--- src/rtl/dmasel_pkg.sv ---
package dmasel_pkg;

    localparam int SEL_W        = 4;
    localparam int NUM_SERIAL   = 2;
    localparam int NUM_TIMER    = 4;
    localparam int SER_BASE     = 4;
    localparam int TIMER_BASE   = SER_BASE + 2 * NUM_SERIAL;
    localparam int NUM_LINES    = 2 * NUM_SERIAL + NUM_TIMER;
    localparam int LINE_W       = $clog2(NUM_LINES);
    localparam int TGT_W        = 4;
    localparam int TGT_DMAC     = 4;
    localparam int TGT_REG_BASE = 5;
    localparam int TGT_LIMIT    = TGT_REG_BASE + 2 * NUM_SERIAL;

    typedef enum logic [1:0] {
        RK_NONE,
        RK_SER_RX,
        RK_SER_TX,
        RK_TIMER
    } req_kind_e;

    typedef struct packed {
        logic              valid;
        req_kind_e         kind;
        logic [LINE_W-1:0] line;
        logic [TGT_W-1:0]  fixed_reg;
    } route_t;

    function automatic logic tgt_permitted(input logic [TGT_W-1:0] t);
        return (int'(t) != TGT_DMAC) && (int'(t) < TGT_LIMIT);
    endfunction

endpackage

--- src/rtl/dmasel_decode.sv ---
module dmasel_decode
    import dmasel_pkg::*;
(
    input  logic [SEL_W-1:0] sel,
    output route_t           route
);
    always_comb begin
        int s;
        int off;
        s     = int'(sel);
        off   = s - SER_BASE;
        route = '{valid: 1'b0, kind: RK_NONE, line: '0, fixed_reg: '0};
        if (s >= SER_BASE && s < TIMER_BASE) begin
            route.valid     = 1'b1;
            route.kind      = ((off % 2) == 1) ? RK_SER_TX : RK_SER_RX;
            route.line      = LINE_W'(off);
            route.fixed_reg = TGT_W'(TGT_REG_BASE + off);
        end else if (s >= TIMER_BASE && s < TIMER_BASE + NUM_TIMER) begin
            route.valid = 1'b1;
            route.kind  = RK_TIMER;
            route.line  = LINE_W'(off);
        end
    end
endmodule

--- src/rtl/dmasel_cfgcheck.sv ---
module dmasel_cfgcheck
    import dmasel_pkg::*;
(
    input  route_t           route,
    input  logic [TGT_W-1:0] src,
    input  logic [TGT_W-1:0] dst,
    input  logic             burst,
    output logic             err
);
    always_comb begin
        unique case (route.kind)
            RK_SER_RX: err = (src != route.fixed_reg) || !tgt_permitted(dst) || burst;
            RK_SER_TX: err = (dst != route.fixed_reg) || !tgt_permitted(src) || burst;
            RK_TIMER:  err = !tgt_permitted(src) || !tgt_permitted(dst);
            default:   err = 1'b0;
        endcase
    end
endmodule

--- src/rtl/dmasel_reqedge.sv ---
module dmasel_reqedge #(
    parameter int N = 8
) (
    input  logic         clk,
    input  logic         rst,
    input  logic [N-1:0] req,
    input  logic [N-1:0] en,
    output logic [N-1:0] gated,
    output logic [N-1:0] rise
);
    for (genvar i = 0; i < N; i++) begin : g_line
        logic prev_q;
        assign gated[i] = req[i] & en[i];
        always_ff @(posedge clk) begin
            if (rst) prev_q <= 1'b0;
            else     prev_q <= gated[i];
        end
        assign rise[i] = gated[i] & ~prev_q;

        a_r2_rise_needs_enable: assert property (@(posedge clk) disable iff (rst)
            rise[i] |-> (en[i] && req[i]));
    end
endmodule

--- src/rtl/dmasel_trigger.sv ---
module dmasel_trigger (
    input  logic clk,
    input  logic rst,
    input  logic allow,
    input  logic burst,
    input  logic rise,
    input  logic ack,
    input  logic tc_zero,
    input  logic clr_pend,
    output logic trig
);
    logic pend_q, trig_q;
    logic done, trig_d, pend_d;

    assign done = burst ? tc_zero : ack;

    always_comb begin
        if (trig_q) begin
            trig_d = !done;
            pend_d = pend_q | rise;
        end else begin
            trig_d = rise | pend_q;
            pend_d = rise & pend_q;
        end
        if (clr_pend) pend_d = 1'b0;
    end

    always_ff @(posedge clk) begin
        if (rst || !allow) begin
            trig_q <= 1'b0;
            pend_q <= 1'b0;
        end else begin
            trig_q <= trig_d;
            pend_q <= pend_d;
        end
    end

    assign trig = trig_q;

    a_r8_hold_until_done: assert property (@(posedge clk) disable iff (rst)
        (trig_q && !done && allow) |=> trig_q);
    a_r8_release_on_done: assert property (@(posedge clk) disable iff (rst)
        (trig_q && done) |=> !trig_q);
    a_r9_pending_reissues: assert property (@(posedge clk) disable iff (rst)
        (!trig_q && pend_q && allow) |=> trig_q);
    a_r11_select_change_clears: assert property (@(posedge clk) disable iff (rst)
        clr_pend |=> !pend_q);
endmodule

--- src/rtl/dma_req_select.sv ---
module dma_req_select
    import dmasel_pkg::*;
(
    input  logic                 clk,
    input  logic                 rst,
    input  logic                 chan_en,
    input  logic [SEL_W-1:0]     res_sel,
    input  logic [TGT_W-1:0]     src_tgt,
    input  logic [TGT_W-1:0]     dst_tgt,
    input  logic                 burst_mode,
    input  logic [NUM_LINES-1:0] periph_req,
    input  logic [NUM_LINES-1:0] periph_irq_en,
    input  logic                 xfer_ack,
    input  logic                 count_zero,
    output logic [NUM_LINES-1:0] cpu_irq,
    output logic                 xfer_trig,
    output logic                 cfg_err
);
    route_t               route;
    logic [NUM_LINES-1:0] rise;
    logic [SEL_W-1:0]     sel_q;
    logic                 sel_chg, allow;

    dmasel_decode u_decode (.sel(res_sel), .route(route));

    dmasel_cfgcheck u_check (
        .route(route), .src(src_tgt), .dst(dst_tgt),
        .burst(burst_mode), .err(cfg_err)
    );

    dmasel_reqedge #(.N(NUM_LINES)) u_edge (
        .clk(clk), .rst(rst), .req(periph_req), .en(periph_irq_en),
        .gated(cpu_irq), .rise(rise)
    );

    always_ff @(posedge clk) begin
        if (rst) sel_q <= '0;
        else     sel_q <= res_sel;
    end

    assign sel_chg = chan_en && (res_sel != sel_q);
    assign allow   = chan_en && route.valid && !cfg_err;

    dmasel_trigger u_trig (
        .clk(clk), .rst(rst), .allow(allow), .burst(burst_mode),
        .rise(rise[route.line]), .ack(xfer_ack), .tc_zero(count_zero),
        .clr_pend(sel_chg), .trig(xfer_trig)
    );

    a_r1_no_trig_without_route: assert property (@(posedge clk) disable iff (rst)
        !route.valid |=> !xfer_trig);
    a_r7_no_trig_when_blocked: assert property (@(posedge clk) disable iff (rst)
        (!chan_en || cfg_err) |=> !xfer_trig);
    a_r1_err_needs_route: assert property (@(posedge clk) disable iff (rst)
        cfg_err |-> route.valid);
endmodule

--- config.mk ---
export PLATFORM = sky130hd
export DESIGN_NAME = dma_req_select
export DESIGN_NICKNAME = d
export VERILOG_FILES = /design/src/rtl/dmasel_pkg.sv /design/src/rtl/dmasel_decode.sv /design/src/rtl/dmasel_cfgcheck.sv /design/src/rtl/dmasel_reqedge.sv /design/src/rtl/dmasel_trigger.sv /design/src/rtl/dma_req_select.sv
export SDC_FILE = /design/constraint.sdc
export NUM_CORES = 1
export LEC_CHECK = 0
export BUFFER_PORTS_ARGS = -buffer_cell sky130_fd_sc_hd__buf_2
export CAP_MARGIN = 20
export CORE_MARGIN = 1
export CORE_UTILIZATION = 52
export CTS_CLUSTER_DIAMETER = 150
export DETAILED_ROUTE_END_ITERATION = 8
export GPL_ROUTABILITY_DRIVEN = 0
export HOLD_SLACK_MARGIN = 0.06
export MAX_ROUTING_LAYER = met4
export PLACE_DENSITY = 0.83
export RECOVER_POWER = 25
export SETUP_SLACK_MARGIN = 0.5
export SYNTH_ARGS = -nofsm -noshare
export SYNTH_HDL_FRONTEND = slang
export SYNTH_SLANG_ARGS = --single-unit
--- constraint.sdc ---
create_clock -name clk -period 7.1 [get_ports clk]
set_input_delay 1.42 -clock clk [delete_from_list [all_inputs] [get_ports clk]]
set_output_delay 1.42 -clock clk [all_outputs]
set_load 0.005 [all_outputs]
* Word-level counts from Yosys, hierarchy flattened
Index checks and enable logic that the tools add are counted.
Operators by class: $add $sub $neg 2, $lt $le $gt $ge 7, equal/unequal tests 9, muxes and demuxes 10, bitwise logic cells 27, reduce and logical (&&, ||, !) cells 19
Operators with widths (number):
- $and A1 B1 Y1 | 18
- $lt A4 B4 Y1 const B | 4
- $mux W6 | 2
- $ne A4 B4 Y1 | 3
- $ne A4 B4 Y1 const B | 2
- $not A1 Y1 | 8
- $logic_and A1 B1 Y1 | 7
- $eq A2 B2 Y1 const B | 3
- $logic_or A1 B1 Y1 | 6
- $logic_not A1 Y1 | 5
- $sub A4 B3 Y5 const B | 1
- $add A4 B4 Y4 const A | 1
- $ge A4 B3 Y1 const B | 1
- $ge A4 B4 Y1 const B | 1
- $lt A3 B4 Y1 const B | 1
- $mux W1 | 4
- $mux W4 | 1
- $bmux W1 S3 | 1
- $pmux W1 S3 | 1
- $eq A2 B1 Y1 const B | 1
- $mux W2 | 1
- $reduce_or A2 Y1 | 1
- $or A1 B1 Y1 | 1
Storage, ports and cells: register bits after elaboration 14, input port bits 34, output and inout port bits 10, logic and storage cells 85

* Logic depth before layout (Yosys ltp)
depth after elaboration 12, depth in mapped cells 12, mapped depth without buffers 11

* Hierarchy
Synthesis repeated with hierarchy kept, for this count alone.
Unflattened totals: cell total of the unflattened synthesis 107, area, all modules 1039.7 um2
By module, submodules not included:
- dmasel_reqedge | times used 1, cells each 32, area each 350.3 um2, seq. area each 160.2 um2
- dma_req_select | times used 1, cells each 18, area each 222.7 um2, seq. area each 80.1 um2
- dmasel_cfgcheck | times used 1, cells each 27, area each 216.5 um2, seq. area each 0.0 um2
- dmasel_decode | times used 1, cells each 21, area each 155.1 um2, seq. area each 0.0 um2
- dmasel_trigger | times used 1, cells each 9, area each 95.1 um2, seq. area each 40.0 um2

* Least setup slack after synthesis
No wires, ideal clock.
path kind in2out, from input port res_sel[3], to output port cfg_err, arrival time 3.375 ns, data required time 5.680 ns, slack 2.305 ns, cell stages on the path 11, buffers on the path 1, cells stage by stage buf_6 -> inv_1 -> ha_1 -> nand2b_1 -> a211oi_1 -> a21oi_1 -> ha_1 -> a311o_1 -> a2111o_1 -> nor4_2 -> a211oi_2
Between the ends: cells in the longest elaborated chain, start to end 7, elaborated cells on any way between the ends 24, classes of those cells add/sub (2); order compare (4); eq/ne (6); mux (5); bitwise (1); reduce/logical (6)
Ends and longest elaborated chain:
- start, declared | RTL line dma_req_select.sv:7 | input logic [SEL_W-1:0] res_sel,
- $sub A4 B3 Y5, or another cell as far along | RTL line dmasel_decode.sv:11 | off = s - SER_BASE;
- $add A4 B4 Y4, or another cell as far along | RTL line dmasel_decode.sv:17 | route.fixed_reg = TGT_W'(TGT_REG_BASE + off);
- $mux W4 / $eq A2 B2 Y1 (equally long branches) | RTL line dmasel_decode.sv:13, dmasel_decode.sv:15
- $ne A4 B4 Y1, or another cell as far along | RTL line dmasel_cfgcheck.sv:13 | RK_SER_TX: err = (dst != route.fixed_reg) || !tgt_permitted(src) || burst;
- $logic_or A1 B1 Y1, or another cell as far along (2 in a row) | RTL line dmasel_cfgcheck.sv:13
- $pmux W1 S3 * | RTL line dmasel_cfgcheck.sv:11 | unique case (route.kind)
- end, declared | RTL line dma_req_select.sv:17 | output logic cfg_err
Mark *: on every way between the ends. The rest lies on a longest branch, timed or not.

* Worst setup path after layout
Ends and elaborated chain as after synthesis.

==> impl_metrics.yaml <==
sta:
  setup_tns_ns: 0
  fin_crit_sh_pct: 74.2
  final.min_clock_period_ns: 5.27
  setup_viol: 0
  max_slew_margin_pct: 64.7
  skew_ns: 0.00661
  hold_viol: 0
  tightest_slew_ns: 0.529
  fmax_mhz: 190
  rsz0062_at_grt: "no"
  drv_slew: 0
synth:
  synth_most_common_cell: "nor2_1"
  netlist_area_um2: 1170
  syn_avg_cell_area_um2: 7.85
  syn_inst: 149
  synthTopCellsByCount: "nor2_1, inv_1, dfxtp_1"
  syn_nets: 188
  synth.area.top_cells: "dfxtp_1, nor2_1, ha_1, inv_1, a211oi_1"
  synth-edff-count: 0
  yosys_warnings: 0
  synthArstFlopShare_pct: 0
  synth_seq_area_share_pct: 24.0
  synth_top_area_cell: "dfxtp_1"
  synth_top_area_share_pct: 24.0
  ys_seq_elements: 14
  ys_types: 50
  synth_flop_cell: "dfxtp_1"
pwr:
  power.total_uw: 207
  pwr-share-clk_pct: 28.0
  p_leak_uw: 0.000668
  power_frac_comb_pct: 31.8
  switchingPower_uw: 65.9
  power.internal_uw: 141
  pwr-share-seq_pct: 40.2
  power.density_nw_per_um2: 147
  ir_worst_vdd_uv: 116
  p_sw_share_pct: 31.9
drt:
  num_vias: 1257
  drtIter0Drc: 33
  routedWlPerCell_um: 13.3
  drt_first_pass_iters: 6
  drc_errors: 0
  ant_nets: 0
  viasPerCell: 5.82
  routed_wl_um: 2870
floorplan:
  rows: 16
  start_util_pct: 57.3
  die_area_um2: 2440
  dieWidth_um: 49.4
  core_area_um2: 2040
  fp.dieH_um: 49.4
  num_io_pins: 44
final_layout:
  layout-drive-gt1-share_pct: 32.3
  fill_cells: 179
  syn2layout_area_growth_pct: 20.4
  nets: 229
  diodes: 0
critical_path:
  crit_family: "compound AO/OA/AOI/OAI gates"
  cp-start-kind: "primary input"
  cp_num_cells: 12
  crit_buf_inv: 3
  cp_cell_sequence: "buf_2, inv_1, ha_1, nand2b_1, a211oi_1, nor2_1, ha_1, a311o_1, a2111o_1, nor4_2, a211oi_2, buf_2"
  crit_slowest_cell: "a211oi_1"
  reg2reg_depth: 5
  cp_max_fo: 11
  crit_type: "primary input to output port"
  max_stage_delay_ns: 0.45
  critical_path_required_ns: 5.68
  arrival_ns: 3.85
  worst_setup_path_end_kind: "output port"
clocking:
  cts_tree: "yes"
  root_buffer: "clkbuf_4"
  clock_path_buffers: 2
  hold_buffers: 0
  cts_max_level: 1
  cts_resized: 0
  postCtsSetupRepairBufs: 0
  clock_sinks: 14
  clock_latency_ns: 0.28
  cts_buffers: 3
  clkTransAtPathRegs_ns: 0.09
global_route:
  grt_pass1_vias: 1184
  antenna_found_initial: 0
  grt_pass1_wl_um: 4720
  grt_max_degree: 14
  grt_usage_pct: 25.2
  gr-total-overflow: 0
placed_design:
  io_buffers: 43
  post-dp-hpwl_um: 2270
hold_path:
  hold_path_depth: 2
  hp-class: "flop to flop"
job:
  drv_cap: 0
outcome:
  status: "finished, final reports clean"
metrics by stage:
stage	std cells	hold WS, ns	instance area [um2]	utilization (%)	setup slack [ns]
final	216	0.525	1410	69.0	1.83
after global routing	216	0.553	1410	69.0	1.64
after CTS	216	0.529	1410	69.1	1.86
after detailed placement	212	0.511	1370	67.3	1.85
after global placement	212	0.496	1370	67.3	2.00
after floorplan	149	0.480	1170	-	2.31
worst reg2reg max path, delay by kind of cell (launching register included):
family             cells  cell delay, ns
AOI/OAI and AO/OA      5            1.05
DFF                    1            0.31
sequential cells by signal, summed over array words and instances, names as in the netlist:
name,cells
sel_q,4
u_edge.g_line.prev_q,8
u_trig.pend_q,1
u_trig.trig,1
final timing paths:
| check | startpoint | endpoint | slack [ns] |
|---|---|---|---|
| setup / recovery | res_sel[3] | cfg_err | 1.83 |
| hold reg to reg | u_trig.pend_q$_SDFF_PP0_ | u_trig.pend_q$_SDFF_PP0_ | 0.53 |
| setup reg to reg | u_edge.g_line[2].prev_q$_SDFF_PP0_ | u_trig.trig$_SDFF_PP0_ | 5.64 |
| hold / removal | u_trig.pend_q$_SDFF_PP0_ | u_trig.pend_q$_SDFF_PP0_ | 0.53 |
cells by family after synthesis:
family          after synthesis  synth area share, %
flops                        14                 24.0
fa+ha+maj                     5                 5.35
mux                           2                 1.82
buf+inv                      22                 8.66
xor+xnor                      6                 4.49
simple gates                 57                 27.0
compound gates               43                 28.8
power by group through the flow:
stage | Combinational, uW | Clock (uW) | Sequential, uW
after floorplan | 43.5 | 0 | 84.6
after global placement | 63.1 | 0 | 84.8
after detailed placement | 64.7 | 0 | 84.9
after CTS | 65.2 | 58.1 | 83.1
after global routing | 73.2 | 61.6 | 83.3
final | 65.8 | 57.8 | 83.1
cells in the final DEF (no fill, tap or decap), drive strengths merged, types with 2 or more instances in the layout:
| cell | instances |
|---|---|
| a2111oi | 2 |
| a21boi | 3 |
| nor4 | 3 |
| nor2b | 3 |
| nand2 | 11 |
| inv | 15 |
| o22ai | 2 |
| o2111ai | 5 |
| nor3 | 4 |
| clkbuf | 5 |
| o21ai | 7 |
| buf | 42 |
| xor2 | 5 |
| or3b | 2 |
| dfxtp | 14 |
| a21oi | 6 |
| nand3 | 7 |
| a211oi | 8 |
| nor2 | 19 |
| ha | 5 |
final cells by class:
cell class	count	area [um2]	area share, %
timing repair buffer	43	214	15.2
multi-input combinational	113	788	56.0
inverter	15	56.3	4.00
tap	27	33.8	2.40
clock buffer	4	36.3	2.58
sequential	14	280	19.9
per-layer routing:
metal  global-route usage, %  share of wire [%]  wire [um]
met1                    28.1                 42       1200
met2                    42.5                 46       1330
met3                    5.30                7.8        225
met4                    11.9                3.8        110
met5                       -                  0          0
(Power assumes the default switching activity.)
